`src/rtl/tcd_pkg.sv`:
```
package tcd_pkg;
    parameter int SEL_W  = 2;
    parameter int NTRIG  = 1 << SEL_W;
    parameter int NPIN   = 2;
    parameter int BDIV_W = 4;
    parameter int PDIV_W = 4;

    localparam int P_RUN  = 0;
    localparam int P_PEN  = P_RUN + 1;
    localparam int P_MODE = P_PEN + NPIN;
    localparam int P_DIR  = P_MODE + 1;
    localparam int P_FALL = P_DIR + NPIN;
    localparam int P_SEL  = P_FALL + 1;
    localparam int P_BDIV = P_SEL + SEL_W;
    localparam int P_PDIV = P_BDIV + BDIV_W;
    localparam int WR_W   = P_PDIV + PDIV_W;

    typedef struct packed {
        logic              run;
        logic [NPIN-1:0]   pin_en;
        logic [NPIN-1:0]   pin_dir;
        logic              trig_mode;
        logic              trig_fall;
        logic [SEL_W-1:0]  src;
        logic [BDIV_W-1:0] bdiv;
        logic [PDIV_W-1:0] pdiv;
    } cfg_t;

    // Applies one write; protected fields keep their value when locked.
    function automatic cfg_t apply_write(cfg_t cur, logic [WR_W-1:0] w, logic locked);
        cfg_t nxt;
        nxt         = cur;
        nxt.run     = w[P_RUN];
        nxt.pin_en  = w[P_PEN +: NPIN];
        nxt.pin_dir = w[P_DIR +: NPIN];
        if (!locked) begin
            nxt.trig_mode = w[P_MODE];
            nxt.trig_fall = w[P_FALL];
            nxt.src       = w[P_SEL +: SEL_W];
            nxt.bdiv      = w[P_BDIV +: BDIV_W];
            nxt.pdiv      = w[P_PDIV +: PDIV_W];
        end
        return nxt;
    endfunction
endpackage

```
`src/rtl/tcd_trig_edge.sv`:
```
module tcd_trig_edge #(
    parameter int NTRIG = 4,
    parameter int SEL_W = 2
) (
    input  logic             clk,
    input  logic             rst_n,
    input  logic [NTRIG-1:0] trig_in,
    input  logic [SEL_W-1:0] src,
    input  logic             fall,
    output logic             hit
);
    typedef struct packed {
        logic s1;
        logic s2;
        logic s3;
    } sync_t;

    sync_t st_d, st_q;

    always_comb begin
        st_d.s1 = trig_in[src];
        st_d.s2 = st_q.s1;
        st_d.s3 = st_q.s2;
        hit     = fall ? (st_q.s3 & ~st_q.s2) : (st_q.s2 & ~st_q.s3);
    end

    always_ff @(posedge clk or negedge rst_n) begin
        if (!rst_n) st_q <= '0;
        else        st_q <= st_d;
    end
endmodule

```
`src/rtl/tcd_div.sv`:
```
module tcd_div #(
    parameter int W = 4
) (
    input  logic         clk,
    input  logic         rst_n,
    input  logic         run,
    input  logic         keep,
    input  logic         tick,
    input  logic         pass_lvl,
    input  logic [W-1:0] ratio_m1,
    output logic         ce,
    output logic         lvl
);
    logic [W-1:0] cnt_d, cnt_q;
    logic [W:0]   ratio;
    logic [W:0]   thr;
    logic         wrap;

    always_comb begin
        ratio = {1'b0, ratio_m1} + (W+1)'(1);
        thr   = ratio - (ratio >> 1);
        wrap  = (cnt_q == ratio_m1);
        ce    = run & tick & wrap;
        if (ratio_m1 == '0) lvl = run & pass_lvl;
        else                lvl = run & ({1'b0, cnt_q} >= thr);
        if (!(run & keep))  cnt_d = '0;
        else if (!tick)     cnt_d = cnt_q;
        else if (wrap)      cnt_d = '0;
        else                cnt_d = cnt_q + W'(1);
    end

    always_ff @(posedge clk or negedge rst_n) begin
        if (!rst_n) cnt_q <= '0;
        else        cnt_q <= cnt_d;
    end
endmodule

```
`src/rtl/trig_clk_div.sv`:
```
module trig_clk_div
    import tcd_pkg::*;
(
    input  logic             clk,
    input  logic             rst_n,
    input  logic             wr_en,
    input  logic [WR_W-1:0]  wr_data,
    input  logic [NTRIG-1:0] trig_in,
    output logic             active,
    output logic             proc_ce,
    output logic             proc_lvl,
    output logic             bit_ce,
    output logic             bit_lvl,
    output logic [NPIN-1:0]  pin_clk,
    output logic [NPIN-1:0]  pin_oe
);
    typedef struct packed {
        cfg_t cfg;
        logic act;
    } state_t;

    state_t st_d, st_q;
    logic   trg_hit;

    tcd_trig_edge #(.NTRIG(NTRIG), .SEL_W(SEL_W)) u_edge (
        .clk     (clk),
        .rst_n   (rst_n),
        .trig_in (trig_in),
        .src     (st_q.cfg.src),
        .fall    (st_q.cfg.trig_fall),
        .hit     (trg_hit)
    );

    always_comb begin
        st_d.cfg = wr_en ? apply_write(st_q.cfg, wr_data, st_q.act) : st_q.cfg;
        st_d.act = st_d.cfg.run & (~st_d.cfg.trig_mode | st_q.act | trg_hit);
    end

    always_ff @(posedge clk or negedge rst_n) begin
        if (!rst_n) st_q <= '0;
        else        st_q <= st_d;
    end

    tcd_div #(.W(PDIV_W)) u_proc (
        .clk      (clk),
        .rst_n    (rst_n),
        .run      (st_q.act),
        .keep     (st_d.act),
        .tick     (1'b1),
        .pass_lvl (st_q.act),
        .ratio_m1 (st_q.cfg.pdiv),
        .ce       (proc_ce),
        .lvl      (proc_lvl)
    );

    tcd_div #(.W(BDIV_W)) u_bit (
        .clk      (clk),
        .rst_n    (rst_n),
        .run      (st_q.act),
        .keep     (st_d.act),
        .tick     (proc_ce),
        .pass_lvl (proc_lvl),
        .ratio_m1 (st_q.cfg.bdiv),
        .ce       (bit_ce),
        .lvl      (bit_lvl)
    );

    for (genvar i = 0; i < NPIN; i++) begin : g_pin
        assign pin_clk[i] = st_q.cfg.pin_en[i] & bit_lvl;
        assign pin_oe[i]  = st_q.cfg.pin_dir[i];
    end

    assign active = st_q.act;
endmodule

```
`config.mk`:
```
export PLATFORM = sky130hd
export DESIGN_NAME = trig_clk_div
export DESIGN_NICKNAME = d
export VERILOG_FILES = /design/src/rtl/tcd_pkg.sv /design/src/rtl/tcd_trig_edge.sv /design/src/rtl/tcd_div.sv /design/src/rtl/trig_clk_div.sv
export SDC_FILE = /design/constraint.sdc
export NUM_CORES = 1
export LEC_CHECK = 0
export BUFFER_PORTS_ARGS = -buffer_cell sky130_fd_sc_hd__buf_2
export CORE_UTILIZATION = 46
export CTS_CLUSTER_SIZE = 12
export DETAILED_ROUTE_END_ITERATION = 6
export PLACE_DENSITY = 0.78
export REMOVE_ABC_BUFFERS = 1
export SETUP_SLACK_MARGIN = 0.15
export SLEW_MARGIN = 40
export SYNTH_ARGS = -nofsm -noshare
export SYNTH_HDL_FRONTEND = slang
export SYNTH_SLANG_ARGS = --single-unit
```
`constraint.sdc`:
```
create_clock -name clk -period 3.17 [get_ports clk]
set_input_delay 0.1585 -clock clk [delete_from_list [all_inputs] [get_ports clk]]
set_output_delay 0.1585 -clock clk [all_outputs]
set_load 0.005 [all_outputs]
```
* Word level (Yosys, flattened, before mapping)
Cells that the tools add are included.
** Operators by class
- Reductions and logical operators :: 3
- Eq/ne operators :: 3
- Add/sub/neg operators :: 6
- Order comparisons :: 3
- Bitwise gates (word level) :: 18
- Mux-type cells :: 12
** Operators by type and width (number)
- 4-bit two-way mux :: 5
- 17-bit two-way mux :: 1
- 1-bit bitwise AND :: 12
- 12-bit two-way mux :: 1
- 4-bit by 1-bit adder with 5-bit output (second input constant) :: 2
- 4-bit by 5-bit >= comparator with 1-bit output :: 2
- 5-bit by 4-bit subtractor with 5-bit output :: 2
- 4-bit by 1-bit adder with 4-bit output (second input constant) :: 2
- 4-bit == test :: 2
- 4-bit logical NOT :: 2
- 1-bit two-way mux :: 4
- 1-bit NOT :: 4
- 2-bit by 3-bit less-than comparator with 1-bit output (second input constant) :: 1
- 1-bit binary-select mux with 2-bit select :: 1
- 2-bit by 1-bit != test with 1-bit output (second input constant) :: 1
- 1-bit bitwise OR :: 2
- 2-bit AND reduction :: 1
** Storage, ports and cells
- Register bits after elaboration :: 29
- Input port bits :: 24
- Output and inout port bits :: 9
- Logic and storage cells :: 59

* Depth between registers and ports, before layout
- Word-level depth :: 8
- Mapped depth :: 13

* Modules after synthesis
A second synthesis with hierarchy kept.
** Second synthesis, totals
- Cells, all modules :: 200
- Area total of the unflattened synthesis :: 2137.0 µm²
** By module, submodules not included
- tcd_div :: cells each 74, area each 623.1 µm², times used 2
- trig_clk_div :: cells each 45, area each 774.5 µm², times used 1
- tcd_trig_edge :: cells each 7, area each 116.4 µm², times used 1

* Worst setup path before layout
OpenSTA, ideal clock, no wires.
- Path type :: register to output
- Start :: register st_q[3] in the netlist's numbering
- End :: output proc_lvl
- Slack :: 220 ps
- Cell stages (with the launch flop) :: 13
- Data arrival time :: 2791 ps
- Data required time :: 3012 ps
- Path through :: dfrtp_1 > ha_1 > nand2_1 > xor2_1 > ha_1 > a21oi_1 > o21ai_0 > xnor2_1 > ha_1 > a2111oi_0 > nor2_1 > o2111a_1 > a221o_1
** On the way
- Word-level cells in the longest chain between the ends :: 5
- Elaborated cells on any way between the ends :: 6
** Ends and longest elaborated chain
- from (decl) :: line trig_clk_div.sv:22 : state_t st_d, st_q;
- from (signal assigned) :: line trig_clk_div.sv:41 : else st_q <= st_d;
- 4-bit by 1-bit adder with 5-bit output :: line tcd_div.sv:20 : ratio = {1'b0, ratio_m1} + (W+1)'(1);
- 5-bit by 4-bit subtractor with 5-bit output :: line tcd_div.sv:21 : thr = ratio - (ratio >> 1);
- 4-bit by 5-bit >= comparator with 1-bit output :: line tcd_div.sv:25 : else lvl = run & ({1'b0, cnt_q} >= thr);
- 1-bit bitwise AND :: line tcd_div.sv:25
- 1-bit two-way mux (*) :: line tcd_div.sv:24 : if (ratio_m1 == '0) lvl = run & pass_lvl;
- to (decl) :: line trig_clk_div.sv:11 : output logic proc_lvl,
Mark *: on every way between the ends. The rest lies on a longest branch, timed or not.

* Worst setup path in the final report
- Start :: register st_q[2] in the netlist's numbering
- End :: output proc_lvl
Same word-level chain as after synthesis.

==> summary.txt <==
Clock tree
  – CTS tree: built
  – H-tree depth: 2
  – Clock Latency Late Sink: 0.29 ns
  – Clk sinks: 29
  – Total CTS buffers: 5
  – Clock transition at path regs: 0.07 ns
  – Root Buffer: clkbuf_8
  – Maximum clock insertion buffer count: 2

Global routing
  – Initial antenna violation count: 0
  – Pin count of the biggest net entering global routing: 30
  – Vias in the first global route: 1460
  – Met2 Usage GRT: 0.328
  – First-pass GRT wire length: 6730 um
  – Met1 GRT Util: 0.273
  – GRT Total Usage: 0.208
  – GRT Max-Usage Layer: met2
  – Congestion Overflow GR: 0
  – Global Route met3 Usage: 0.0422

Worst setup path
  – Critical Path End: proc_lvl
  – Worst Setup End Kind: output port
  – Setup CP Type: reg2out
  – FF-to-FF setup slack: 1.33 ns
  – Worst path required time: 3.01 ns
  – Crit. Startpoint: st_q[2]
  – FF-to-FF path depth: 6
  – Worst-path maximum fanout: 3
  – Worst reg2reg path startpoint: st_q[5]
  – Arr. time, crit path: 3.11 ns
  – CP startpoint kind: flip-flop
  – R2r endpoint: u_bit.cnt_q[1]

STA
  – Max Slew Vio Count: 0
  – Final hold violation count: 0
  – Slew HR: 0.466
  – TNS Setup: -0.261 ns
  – Clk_skew: 0.00729 ns
  – RSZ-0062 raised after global routing: yes
  – Period utilization: 1.03
  – FMAX: 306 MHz
  – Final WS setup: -0.0973 ns
  – Setup Viol. Count Final: 4
  – Tmin final: 3.27 ns
  – Worst slew pin tran: 0.793 ns

Outcome
  – Status: finished with violations
  – Failing checks: negative setup slack

Final layout
  – Fill cell count: 326
  – Post-layout instance area: 2590 um2
  – Reg area: 727 um2
  – Syn-to-layout area delta: 32.6%
  – Finished Core Util: 0.644
  – N_diodes: 0
  – Share of layout cells above drive strength 1: 0.410
  – Fin nets: 286
  – Multi-input logic area: 1340 um2

Placed design
  – Placer Congestion: 0.830
  – # port buffers: 32
  – Dpl hpwl: 2940 um
  – DP Area: 2190 um2

Power and ir drop
  – P_sw: 0.910 mW
  – Leakage power: 1.19 nW
  – Final Power: 2.32 mW
  – Sw frac: 0.393
  – Max VDD drop: 0.476 mV
  – Power Density: 892 nW/um2
  – P_int: 1.41 mW
  – Combinational share of power: 0.596
  – Seq pwr share: 0.231
  – Clock power frac: 0.173

Synthesis
  – Flop and latch count out of synthesis: 29
  – Top post-synthesis cells by area: dfrtp_1, ha_1, mux2_2
  – Syn. warnings: 0
  – Fraction of registers with async set/reset: 1.00
  – Avg Cell Area, Syn: 10.3 um2
  – Yosys top cell area share: 0.371
  – Yosys cell types: 40
  – Post-synthesis sequential area ratio: 0.371
  – Cells after Synth: 190
  – Leading area contributor after synthesis: dfrtp_1
  – Cell Area, Synth: 1960 um2
  – EDFF count, synth: 0
  – Top_reg_cell synth: dfrtp_1

Min path
  – Hold Crit Class: in2reg
  – HP Start: wr_data[9]

Die
  – Site Rows: 23
  – DIE HEIGHT: 67.2 um
  – Ports: 33
  – Die width: 67.2 um
  – Die footprint: 4520 um2
  – Starting density of the core: 0.486
  – Core area: 4030 um2

Detailed routing
  – Overall routed net length: 4270 um
  – Remaining antenna violation count: 0
  – Avg WL per Cell: 14.8 um
  – TritonRoute pass-1 iters: 4
  – Vias: 1526
  – First DRT Iteration DRCs: 47
  – Via density per instance: 5.28
  – Post-route DRC: 0

Run
  – Max Cap Viol: 0
-- worst max-delay path, stage by stage (launching register included) --
cell,delay (ns)
dfrtp_2,0.46
ha_4,0.20
xor2_4,0.16
inv_2,0.07
ha_4,0.24
nor2b_4,0.13
nor2_2,0.10
xor2_1,0.20
ha_2,0.30
o21a_1,0.21
nor2_4,0.11
buf_4,0.12
nor2_1,0.03
o2111a_1,0.13
a221o_1,0.25
buf_2,0.13
-- state kept, by name (all words and copies together) (netlist names) --
name          flops
active            1
pin_oe            2
st_q             15
u_bit.cnt_q       4
u_edge.st_d       2
u_edge.st_q       1
u_proc.cnt_q      4
-- layout make-up --
cell class	count	area share
Inverter	17	0.0256
Clock inverter	2	0.0145
Sequential cell	29	0.280
Clock buffer	6	0.0318
Multi-Input combinational cell	139	0.516
Timing Repair Buffer	46	0.108
Tap cell	50	0.0241
-- power groups by stage --
stage	clock (mW)	sequential (mW)	combinational, mW
global route	0.421	0.549	1.52
CTS	0.412	0.523	1.22
global placement	0	0.523	0.937
finish	0.400	0.535	1.38
floorplan	0	0.515	0.728
detailed placement	0	0.526	0.974
-- through the flow --
stage / setup WS [ns] / hold slack [ns] / instances
2_1_floorplan: 0.220 / -0.137 / 185
3_3_place_gp: 0.146 / 0.210 / 272
3_5_place_dp: 0.00659 / 0.212 / 272
4_1_cts: -0.103 / 0.0694 / 287
5_1_grt: -0.222 / 0.0787 / 289
6_report: -0.0973 / 0.0770 / 289
-- logic make-up (layout without fill, tap and decap cells) --
logic type / count (synthesis) / count (layout) / share of synthesized area
AO/OA/AOI/OAI: 31 / 31 / 0.110
XOR/XNOR: 21 / 21 / 0.105
adder cells (fa/ha/maj): 24 / 24 / 0.157
buffers and inverters: 22 / 71 / 0.0460
flip-flops: 29 / 29 / 0.371
multiplexers: 14 / 14 / 0.0863
AND/OR/NAND/NOR: 49 / 49 / 0.125
-- repair_timing --
action                                  in CTS  in global routing
endpoints found under the setup margin       4                  4
cloned                                       0                  0
hold buffers                                 1                  0
setup buffers                                6                  2
endpoints found under the hold margin       29                  0
pin swaps                                    9                  9
resized for setup                           25                 17
-- worst min-delay path by stage --
stage                   end  slack, ns  cells after the start
global route        st_q[6]       0.08                      3
floorplan            active      -0.14                      0
detailed placement  st_q[1]       0.21                      1
finish              st_q[5]       0.08                      3
global placement    st_q[1]       0.21                      1
CTS                 st_q[6]       0.07                      3
-- Yosys cell counts (2+ instances only) --
| library cell | n |
|---|---|
| xor2_1 | 10 |
| ha_1 | 23 |
| nor2_1 | 15 |
| dfrtp_1 | 29 |
| a211oi_1 | 2 |
| o21ai_0 | 8 |
| nor4b_1 | 2 |
| mux2_2 | 13 |
| nand3b_1 | 2 |
| inv_1 | 17 |
| clkbuf_1 | 3 |
| nor2b_1 | 3 |
| o21a_1 | 2 |
| nor4_1 | 3 |
| buf_4 | 2 |
| a22oi_1 | 2 |
| nand2_1 | 11 |
| nand2b_1 | 3 |
| a21o_1 | 2 |
| nand3_1 | 5 |
| a21oi_1 | 6 |
| xnor2_1 | 9 |
-- placed cells by master (no fill, tap or decap), drive strengths merged, types with 2 or more instances in the layout --
| master | count |
|---|---|
| buf | 45 |
| o21ai | 8 |
| ha | 23 |
| nand3 | 5 |
| a211oi | 2 |
| a21oi | 7 |
| o211ai | 2 |
| inv | 17 |
| o21a | 2 |
| nor2 | 15 |
| xor2 | 11 |
| dfrtp | 29 |
| nand3b | 2 |
| mux2 | 13 |
| a22oi | 2 |
| nor4 | 3 |
| nor4b | 2 |
| a21o | 2 |
| nand2b | 3 |
| clkbuf | 6 |
| nand2 | 11 |
| nor2b | 3 |
| xnor2 | 9 |
-- layer usage --
layer	part of all wire	wire length, um
met5	0	0
met4	0.020	87
met3	0.045	193
met2	0.47	2020
met1	0.46	1970
Power figures use the tool's default switching activity.
